$ cat src/rtl/xbw_pkg.sv
package xbw_pkg;

   typedef enum logic [2:0] {
      XS_IDLE    = 3'd0,
      XS_SETUP   = 3'd1,
      XS_STROBE  = 3'd2,
      XS_ACKWAIT = 3'd3,
      XS_TAIL    = 3'd4,
      XS_HOLD    = 3'd5,
      XS_RECOVER = 3'd6
   } xbw_state_e;

   typedef enum logic [1:0] {
      XM_WAIT  = 2'd0,
      XM_ACK   = 2'd1,
      XM_BOTH  = 2'd2,
      XM_BOTH2 = 2'd3
   } xbw_mode_e;

   // ticks of strobe after acknowledge is seen high (two peripheral periods)
   localparam int unsigned XBW_TAIL_TICKS = 4;
   // extra data-hold ticks when hold is requested (one peripheral period)
   localparam int unsigned XBW_HOLD_XTRA  = 2;

endpackage

$ cat src/rtl/xbw_capture.sv
module xbw_capture
   import xbw_pkg::*;
#(
   parameter int unsigned ADDR_W   = 22,
   parameter int unsigned DATA_W   = 16,
   parameter int unsigned REGION_W = 3,
   parameter int unsigned WAIT_W   = 4
) (
   input  logic                clk,
   input  logic                rst_n,
   input  logic                take_i,
   input  logic [ADDR_W-1:0]   addr_i,
   input  logic [DATA_W-1:0]   data_i,
   input  logic [REGION_W-1:0] region_i,
   input  logic [WAIT_W-1:0]   wait_i,
   input  xbw_mode_e           mode_i,
   input  logic                hold_i,
   output logic [ADDR_W-1:0]   addr_q,
   output logic [DATA_W-1:0]   data_q,
   output logic [REGION_W-1:0] region_q,
   output logic [WAIT_W-1:0]   wait_q,
   output xbw_mode_e           mode_q,
   output logic                hold_q
);

   always_ff @(posedge clk or negedge rst_n) begin
      if (!rst_n) begin
         addr_q   <= '0;
         data_q   <= '0;
         region_q <= '0;
         wait_q   <= '0;
         mode_q   <= XM_WAIT;
         hold_q   <= 1'b0;
      end else if (take_i) begin
         addr_q   <= addr_i;
         data_q   <= data_i;
         region_q <= region_i;
         wait_q   <= wait_i;
         mode_q   <= mode_i;
         hold_q   <= hold_i;
      end
   end

endmodule

$ cat src/rtl/xbw_seq.sv
module xbw_seq
   import xbw_pkg::*;
#(
   parameter int unsigned WAIT_W     = 4,
   parameter int unsigned CNT_W      = WAIT_W + 2,
   parameter int unsigned TAIL_TICKS = XBW_TAIL_TICKS,
   parameter int unsigned HOLD_XTRA  = XBW_HOLD_XTRA,
   parameter int unsigned ACK_SYNC   = 0
) (
   input  logic              clk,
   input  logic              rst_n,
   input  logic              req_i,
   input  xbw_mode_e         mode_i,
   input  logic [WAIT_W-1:0] wait_i,
   input  logic              hold_i,
   input  logic              ack_i,
   output logic              take_o,
   output xbw_state_e        state_o,
   output logic              hold_lead_o
);

   localparam logic [CNT_W-1:0] TAIL_LAST = CNT_W'(TAIL_TICKS - 1);
   localparam logic [CNT_W-1:0] HOLD_LAST = CNT_W'(HOLD_XTRA);

   xbw_state_e       state;
   logic [CNT_W-1:0] cnt;
   logic [CNT_W-1:0] strobe_last;
   logic [CNT_W-1:0] hold_last;
   logic             ack_s;

   // acknowledge path: direct sampling or a synchronizer chain
   generate
      if (ACK_SYNC == 0) begin : g_ack_direct
         assign ack_s = ack_i;
      end else begin : g_ack_sync
         logic [ACK_SYNC-1:0] chain;
         always_ff @(posedge clk or negedge rst_n) begin
            if (!rst_n) chain <= '0;
            else        chain <= {chain[ACK_SYNC-2:0], ack_i};
         end
         assign ack_s = chain[ACK_SYNC-1];
      end
   endgenerate

   // base strobe length minus one: acknowledge-only ignores waitstates
   always_comb begin
      if (mode_i == XM_ACK) strobe_last = CNT_W'(1);
      else                  strobe_last = CNT_W'({wait_i, 1'b0}) + CNT_W'(1);
      hold_last = hold_i ? HOLD_LAST : '0;
   end

   assign take_o      = req_i && (state == XS_IDLE);
   assign state_o     = state;
   assign hold_lead_o = (state == XS_HOLD) && (cnt == hold_last);

   always_ff @(posedge clk or negedge rst_n) begin
      if (!rst_n) begin
         state <= XS_IDLE;
         cnt   <= '0;
      end else begin
         unique case (state)
            XS_IDLE: begin
               if (req_i) state <= XS_SETUP;
            end
            XS_SETUP: begin
               state <= XS_STROBE;
               cnt   <= strobe_last;
            end
            XS_STROBE: begin
               if (cnt != '0) begin
                  cnt <= cnt - CNT_W'(1);
               end else if (mode_i == XM_WAIT) begin
                  state <= XS_HOLD;
                  cnt   <= hold_last;
               end else begin
                  state <= XS_ACKWAIT;
               end
            end
            XS_ACKWAIT: begin
               if (ack_s) begin
                  state <= XS_TAIL;
                  cnt   <= TAIL_LAST;
               end
            end
            XS_TAIL: begin
               if (cnt != '0) begin
                  cnt <= cnt - CNT_W'(1);
               end else begin
                  state <= XS_HOLD;
                  cnt   <= hold_last;
               end
            end
            XS_HOLD: begin
               if (cnt != '0) cnt <= cnt - CNT_W'(1);
               else           state <= XS_RECOVER;
            end
            XS_RECOVER: begin
               state <= XS_IDLE;
            end
            default: begin
               state <= XS_IDLE;
            end
         endcase
      end
   end

endmodule

$ cat src/rtl/xbw_drive.sv
module xbw_drive
   import xbw_pkg::*;
#(
   parameter int unsigned ADDR_W   = 22,
   parameter int unsigned DATA_W   = 16,
   parameter int unsigned N_SEL    = 6,
   parameter int unsigned REGION_W = 3
) (
   input  xbw_state_e          state_i,
   input  logic                hold_lead_i,
   input  logic [REGION_W-1:0] region_i,
   input  logic [ADDR_W-1:0]   addr_i,
   input  logic [DATA_W-1:0]   data_i,
   output logic [N_SEL-1:0]    sel_n_o,
   output logic                wr_n_o,
   output logic [ADDR_W-1:0]   addr_o,
   output logic [DATA_W-1:0]   data_o,
   output logic                data_oe_o,
   output logic                done_o,
   output logic                busy_o
);

   logic sel_on;
   logic strobe_on;

   always_comb begin
      strobe_on = state_i inside {XS_STROBE, XS_ACKWAIT, XS_TAIL};
      sel_on    = strobe_on || (state_i == XS_SETUP) || hold_lead_i;
      data_oe_o = strobe_on || (state_i == XS_HOLD);
      wr_n_o    = !strobe_on;
      done_o    = (state_i == XS_RECOVER);
      busy_o    = (state_i != XS_IDLE);
      addr_o    = addr_i;
      data_o    = data_oe_o ? data_i : '0;
   end

   generate
      for (genvar gi = 0; gi < N_SEL; gi++) begin : g_sel
         assign sel_n_o[gi] = !(sel_on && (region_i == REGION_W'(gi)));
      end
   endgenerate

endmodule

$ cat src/rtl/xbw_write_ctrl.sv
module xbw_write_ctrl
   import xbw_pkg::*;
#(
   parameter int unsigned ADDR_W   = 22,
   parameter int unsigned DATA_W   = 16,
   parameter int unsigned N_SEL    = 6,
   parameter int unsigned WAIT_W   = 4,
   parameter int unsigned ACK_SYNC = 0,
   localparam int unsigned REGION_W = (N_SEL > 1) ? $clog2(N_SEL) : 1
) (
   input  logic                clk,
   input  logic                rst_n,
   input  logic                req_i,
   input  logic [ADDR_W-1:0]   addr_i,
   input  logic [DATA_W-1:0]   data_i,
   input  logic [REGION_W-1:0] region_i,
   input  logic [WAIT_W-1:0]   wait_i,
   input  logic [1:0]          mode_i,
   input  logic                hold_i,
   input  logic                ack_i,
   output logic [N_SEL-1:0]    sel_n_o,
   output logic                wr_n_o,
   output logic [ADDR_W-1:0]   addr_o,
   output logic [DATA_W-1:0]   data_o,
   output logic                data_oe_o,
   output logic                done_o,
   output logic                busy_o
);

   localparam int unsigned CNT_W = WAIT_W + 2;

   generate
      if (ADDR_W < 1 || DATA_W < 1) begin : g_bad_bus
         $error("xbw_write_ctrl: bus widths must be positive");
      end
      if (N_SEL < 1) begin : g_bad_sel
         $error("xbw_write_ctrl: at least one region select is needed");
      end
      if (WAIT_W < 1) begin : g_bad_wait
         $error("xbw_write_ctrl: wait count needs at least one bit");
      end
      if (XBW_TAIL_TICKS > (1 << CNT_W) || XBW_HOLD_XTRA >= (1 << CNT_W)) begin : g_bad_cnt
         $error("xbw_write_ctrl: tick counter too narrow");
      end
      if (ACK_SYNC == 1) begin : g_bad_sync
         $error("xbw_write_ctrl: acknowledge synchronizer needs 0 or at least 2 stages");
      end
   endgenerate

   xbw_state_e          state;
   logic                take;
   logic                hold_lead;
   logic [ADDR_W-1:0]   addr_q;
   logic [DATA_W-1:0]   data_q;
   logic [REGION_W-1:0] region_q;
   logic [WAIT_W-1:0]   wait_q;
   xbw_mode_e           mode_q;
   logic                hold_q;

   xbw_capture #(
      .ADDR_W   (ADDR_W),
      .DATA_W   (DATA_W),
      .REGION_W (REGION_W),
      .WAIT_W   (WAIT_W)
   ) u_capture (
      .clk      (clk),
      .rst_n    (rst_n),
      .take_i   (take),
      .addr_i   (addr_i),
      .data_i   (data_i),
      .region_i (region_i),
      .wait_i   (wait_i),
      .mode_i   (xbw_mode_e'(mode_i)),
      .hold_i   (hold_i),
      .addr_q   (addr_q),
      .data_q   (data_q),
      .region_q (region_q),
      .wait_q   (wait_q),
      .mode_q   (mode_q),
      .hold_q   (hold_q)
   );

   xbw_seq #(
      .WAIT_W     (WAIT_W),
      .CNT_W      (CNT_W),
      .TAIL_TICKS (XBW_TAIL_TICKS),
      .HOLD_XTRA  (XBW_HOLD_XTRA),
      .ACK_SYNC   (ACK_SYNC)
   ) u_seq (
      .clk         (clk),
      .rst_n       (rst_n),
      .req_i       (req_i),
      .mode_i      (mode_q),
      .wait_i      (wait_q),
      .hold_i      (hold_q),
      .ack_i       (ack_i),
      .take_o      (take),
      .state_o     (state),
      .hold_lead_o (hold_lead)
   );

   xbw_drive #(
      .ADDR_W   (ADDR_W),
      .DATA_W   (DATA_W),
      .N_SEL    (N_SEL),
      .REGION_W (REGION_W)
   ) u_drive (
      .state_i     (state),
      .hold_lead_i (hold_lead),
      .region_i    (region_q),
      .addr_i      (addr_q),
      .data_i      (data_q),
      .sel_n_o     (sel_n_o),
      .wr_n_o      (wr_n_o),
      .addr_o      (addr_o),
      .data_o      (data_o),
      .data_oe_o   (data_oe_o),
      .done_o      (done_o),
      .busy_o      (busy_o)
   );

endmodule

$ cat config.mk
export PLATFORM = sky130hd
export DESIGN_NAME = xbw_write_ctrl
export DESIGN_NICKNAME = d
export VERILOG_FILES = /design/src/rtl/xbw_pkg.sv /design/src/rtl/xbw_capture.sv /design/src/rtl/xbw_seq.sv /design/src/rtl/xbw_drive.sv /design/src/rtl/xbw_write_ctrl.sv
export SDC_FILE = /design/constraint.sdc
export NUM_CORES = 1
export LEC_CHECK = 0
export BUFFER_PORTS_ARGS = -buffer_cell sky130_fd_sc_hd__buf_4
export CORE_AREA = 2 2 77 79
export DETAILED_ROUTE_END_ITERATION = 7
export DIE_AREA = 0 0 79 81
export PLACE_DENSITY = 0.79
export SLEW_MARGIN = 40
export SYNTH_ARGS = -nofsm -noshare
export SYNTH_HDL_FRONTEND = slang
export SYNTH_SLANG_ARGS = --single-unit
$ cat constraint.sdc
create_clock -name clk -period 2.35 [get_ports clk]
set_clock_uncertainty 0.1 [all_clocks]
set_input_delay 0.3525 -clock clk [delete_from_list [all_inputs] [get_ports clk]]
set_output_delay 0.3525 -clock clk [all_outputs]
set_load 0.005 [all_outputs]
**Word level (Yosys, flattened, before mapping)**

Index checks and enable logic that the tools add are counted.

- Bits in registers: 57
- Bits of input ports: 52

- Add/subtract/negate cells: 2
- Equality and inequality tests: 20
- Multiplexer cells: 16
- Reduce and logical (&&, ||, !) cells: 27

Operator list:

| kind | number |
|---|---|
| two-way mux 6 bit | 6 |
| one-hot mux 6 bit (5 select lines) | 1 |
| two-way mux 3 bit | 6 |
| one-hot mux 3 bit (6 select lines) | 1 |
| two-way mux 16 bit | 1 |
| == test 3 bit (second input constant) | 5 |
| == test 3 x 2 -> 1 bit (second input constant) | 4 |
| inequality test 2 bit (second input constant) | 6 |
| logical AND 1 bit | 8 |
| logical NOT 1 bit | 7 |
| adder 5 x 1 -> 6 bit (second input constant) | 1 |
| == test 3 x 1 -> 1 bit (second input constant) | 2 |
| == test 6 bit | 1 |
| logical NOT 3 bit | 2 |
| nonzero test 3 bit | 2 |
| nonzero test 6 bit | 1 |
| subtractor 6 x 1 -> 6 bit (second input constant) | 1 |
| AND reduction 5 bit | 1 |
| nonzero test 5 bit | 1 |
| AND reduction 4 bit | 1 |
| logical OR 1 bit | 3 |
| inequality test 3 bit (second input constant) | 1 |
| == test 2 x 1 -> 1 bit (second input constant) | 1 |
| logical NOT 2 bit | 1 |
| two-way mux 2 bit | 1 |

**Longest topological paths before layout**

- Word-level depth: 6
- Mapped depth: 8
- Gate-level depth less buffers: 6

**By module**

From an unflattened synthesis, not the netlist that was laid out.

- Cell total of the unflattened synthesis: 258
- Area total of the unflattened synthesis: 3050.4 µm²

Modules (own cells, without submodules):

| module | instances | cells an instance | area each (µm²) |
|---|---|---|---|
| xbw_capture | 1 | 101 | 1860.5 |
| xbw_seq | 1 | 97 | 747.0 |
| xbw_drive | 1 | 60 | 442.9 |

**Least setup slack after synthesis**

Ideal clock, no wire load.

- Path type: register to register
- From: register u_seq.cnt[0]
- To: register u_seq.cnt[4]
- Setup time: 0.082 ns
- Arrival time: 1.641 ns
- Data required time: 2.168 ns
- Path slack: 0.527 ns
- Cell stages (with the launch flop): 9
- Period minus slack after synthesis: 1.823 ns
- Cell sequence: dfrtp_1 -> inv_1 -> ha_1 -> clkbuf_1 -> o2111ai_1 -> a32oi_1 -> buf_4 -> a21oi_1 -> o22ai_1

- Cells in the longest elaborated chain, start to end: 3

RTL lines:

| element | line | source |
|---|---|---|
| from (decl) | xbw_seq.sv:26 | `logic [CNT_W-1:0] cnt;` |
| from (signal assigned) | xbw_seq.sv:67 | `cnt <= strobe_last;` |
| from (signal assigned) | xbw_seq.sv:71 | `cnt <= cnt - CNT_W'(1);` |
| from (signal assigned) | xbw_seq.sv:74 | `cnt <= hold_last;` |
| subtractor 6 x 1 -> 6 bit or nonzero test 6 bit (tied branches) | - |  |
| two-way mux 6 bit (tied with other cells) | xbw_seq.sv:94 | `if (cnt != '0) cnt <= cnt - CNT_W'(1);` |
| one-hot mux 6 bit (5 select lines) or AND reduction 4 bit (tied branches) | - |  |

Several ways; a longest one is shown, not always the timed one. The select of a mux whose other input is x is not followed.
A chain may end at the register's enable or synchronous reset.

**Final worst setup path**

- From: register u_seq.cnt[4]
- To: output port sel_n_o[4]

- Cells in the longest elaborated chain, start to end: 5

RTL lines:

| element | line | source |
|---|---|---|
| == test 6 bit | xbw_seq.sv:54 | `assign hold_lead_o = (state == XS_HOLD) && (cnt == hold_last);` |
| logical AND 1 bit | xbw_seq.sv:54 |  |
| logical OR 1 bit | xbw_drive.sv:28 | `sel_on = strobe_on \|\| (state_i == XS_SETUP) \|\| hold_lead_i;` |
| logical AND 1 bit | xbw_drive.sv:39 | `assign sel_n_o[gi] = !(sel_on && (region_i == REGION_W'(gi)));` |
| logical NOT 1 bit | xbw_drive.sv:39 |  |
| to (decl) | xbw_write_ctrl.sv:21 | `output logic [N_SEL-1:0] sel_n_o,` |

Every way passes these cells.

==> results.yml <==
drt:
  wl_um: 5860
  drt_iter0_drc: 203
  viasPerCell: 5.16
  ant_nets: 0
  drc: 0
  drt_pre_antenna_iters: 4
  wire_per_inst_um: 14.5
  vias: 2086
synthesis:
  yosysWarnings: 0
  ys_async_sr_fraction_pct: 100
  synth-seq-cells: 57
  synth_top_area_share_pct: 54.5
  netlist_top_cells_count: "57 x dfrtp_1, 47 x mux2_2, 16 x and2_1, 15 x a21oi_1, 9 x nand2_1"
  yosysSeqAreaShare_pct: 54.5
  synth_cells: 218
  syn_avg_cell_area_um2: 12.0
  synth_area_leaders: "dfrtp_1 55%, mux2_2 20%, and2_1 3.8%"
  synth_edf_count: 0
  ys.flop_type: "dfrtp_1"
  yosysUniqueCellTypes: 34
  yosysTopAreaCell: "dfrtp_1"
  synth_area_um2: 2620
  yosysMostFrequentCell: "dfrtp_1"
  synth_nets: 271
power_and_ir_drop:
  power_frac_comb_pct: 48.0
  switchingPower_uw: 1730
  switching_share_pct: 33.6
  seqPwrFrac_pct: 35.2
  power_density_nw_per_um2: 1400
  ir_drop_v: 0.000737
  leakage_uw: 0.00171
  internal_power_uw: 3410
  clkPwrFrac_pct: 16.8
job:
  maxCapViolations: 0
clock_tree:
  root_buffer: "clkbuf_8"
  clk_pin_slew_ps: 60
  clock_path_buffers: 2
  clkLatencyLatePin_ps: 320
  htree_levels: 3
  clock_sinks: 57
  numCtsBuffers: 9
  cts_tree: "built"
die:
  start_util_pct: 46.1
  io_pins: 100
  fp.coreArea_um2: 5680
  die_y_um: 81
  die_area_um2: 6400
  die_x_um: 79
  row_count: 28
timing:
  final_max_slew_viol_count: 0
  max_freq_ghz: 0.455
  finalHoldViolCount: 0
  tightest_slew_ps: 718
  setup_viol: 0
  finalCritPeriodShare_pct: 93.6
  slew_headroom_pct: 52.2
  period_needed_ps: 2200
  fin_tns_setup_ps: 0
  rsz0062_at_grt: "false"
finish:
  n_antenna_cell: 0
  utilization_pct: 64.7
  multiInputGateArea_um2: 1110
  finalNetCount: 377
  syn2layout_area_growth_pct: 40.5
  seqCellArea_um2: 1430
  fillCellCount: 479
  drive_gt1_share_pct: 52.3
setup_path:
  end_kind: "output port"
  critPathKind: "flop to output port"
  crit_path_cell_trace: "nor4_4 -> a31oi_1 -> nor2_2 -> nand3b_1 -> buf_4"
  cpPeakStageDelay_ps: 430
  cp_slowest_cell: "dfrtp_1"
  critPathRequiredTime_ps: 1900
  path_max_fanout: 4
  startpoint_type: "flop"
  arrival_ps: 1750
placement:
  dp_hpwl_um: 4070
  io_buffers: 99
  gp_congestion: 0.808
global_route:
  grt_pass1_wl_um: 9560
  grt_max_degree: 58
  gr-usage-all-layers_pct: 19.4
  grt_pass1_vias: 2069
  gr-total-overflow: 0
  antenna_found_initial: 0
hold_path:
  hold_class: "input port to flop"
outcome:
  outcome: "complete, no violations"
[cells by family after synthesis]
family | synth area share (%)
flip-flops | 54.5
AND/OR/NAND/NOR | 11.5
multiplexers | 20.2
AO/OA/AOI/OAI | 9.62
buffers and inverters | 3.25
XOR/XNOR | 0.335
adder cells (fa/ha/maj) | 0.478
[repair_timing]
item                                    4_1_cts  5_1_grt
setup buffers                                 0        2
endpoints found under the hold margin         3        0
hold buffers                                  1        0
resized for setup                             0        2
endpoints found under the setup margin        0        6
[power by group through the flow]
stage                     logic (µW)  registers, µW  clock network (µW)
final                           2470           1800                 863
after global routing            2710           1870                 933
after CTS                       2440           1810                 883
after detailed placement        2430           1820                   0
after global placement          2380           1790                   0
after floorplan                 1420           1760                   0
[worst paths after layout]
| kind | start | end | slack, ps | cells past startpoint |
|---|---|---|---|---|
| setup reg to reg | u_seq.cnt[4]$_DFFE_PN0P_ | u_seq.cnt[4]$_DFFE_PN0P_ | 370 | 6 |
| hold reg to reg | u_capture.data_q[7]$_DFFE_PN0P_ | u_capture.data_q[7]$_DFFE_PN0P_ | 400 | 1 |
| min in group asynchronous | rst_n | u_capture.addr_q[20]$_DFFE_PN0P_ | 520 | 2 |
| setup / recovery | u_seq.cnt[4]$_DFFE_PN0P_ | sel_n_o[4] | 150 | 5 |
| max in group asynchronous | rst_n | u_seq.state_o[2]$_DFFE_PN0P_ | 1110 | 2 |
| hold / removal | mode_i[1] | u_capture.mode_q[1]$_DFFE_PN0P_ | 130 | 3 |
[stage by stage]
| step | instances | setup slack, ps | hold WS [ps] | instance area, µm² | total power (µW) |
|---|---|---|---|---|---|
| global route | 404 | 26.4 | 124 | 3670 | 5520 |
| global placement | 385 | 412 | 356 | 3450 | 4160 |
| CTS | 402 | 11.4 | 123 | 3650 | 5130 |
| floorplan | 218 | 527 | -43.1 | 2620 | 3180 |
| finish | 404 | 150 | 133 | 3670 | 5130 |
| detailed placement | 385 | 380 | 363 | 3450 | 4250 |
[routing by layer]
layer | share of wire (%) | track usage (%) | wire length (µm) | vias up
met1 | 40 | 23.0 | 2360 | 1032
met3 | 6.8 | 6.78 | 400 | 5
met2 | 52 | 33.1 | 3030 | 66
li1 | - | - | - | 983
met5 | 0 | 0 | 0 | -
met4 | 1.2 | 6.90 | 68 | 0
[cell usage in the layout (no fill, tap or decap), types with 3 or more instances in the layout]
| cell | Yosys | layout |
|---|---|---|
| buf_4 | 1 | 105 |
| dfrtp_1 | 57 | 56 |
| mux2_2 | 47 | 47 |
| and2_1 | 16 | 16 |
| a21oi_1 | 15 | 15 |
| clkbuf_8 | 0 | 13 |
| nand2_1 | 9 | 9 |
| inv_1 | 8 | 8 |
| nor2_1 | 7 | 6 |
| nand2b_1 | 5 | 5 |
| nand3_1 | 5 | 5 |
| o21ai_0 | 4 | 4 |
| nor3_1 | 4 | 3 |
| nand3b_1 | 3 | 3 |
| a32oi_1 | 3 | 3 |
| o22ai_1 | 3 | 3 |
[worst max-delay path: cells and delay by family, from the launching register on]
family | cells | cell delay [ps]
simple gates | 3 | 660
flops | 1 | 430
compound gates | 1 | 190
buf+inv | 1 | 150
[area by class of cell]
class | instances | area share, %
repair buffers | 107 | 22.3
clock buffers | 14 | 4.97
inverters | 8 | 0.817
flip-flops and latches | 57 | 38.9
well taps | 75 | 2.55
multi-input cells | 141 | 30.2
clock inverters | 2 | 0.272
[state kept, by name, indices dropped and copies added, names as in the netlist]
signal / cells
u_capture.hold_q: 1
u_capture.data_q: 16
u_capture.mode_q: 2
u_seq.cnt: 6
u_seq.state_o: 3
u_capture.region_q: 3
u_capture.wait_q: 4
u_capture.addr_q: 22
No activity file was read; power rests on OpenSTA's default activity.
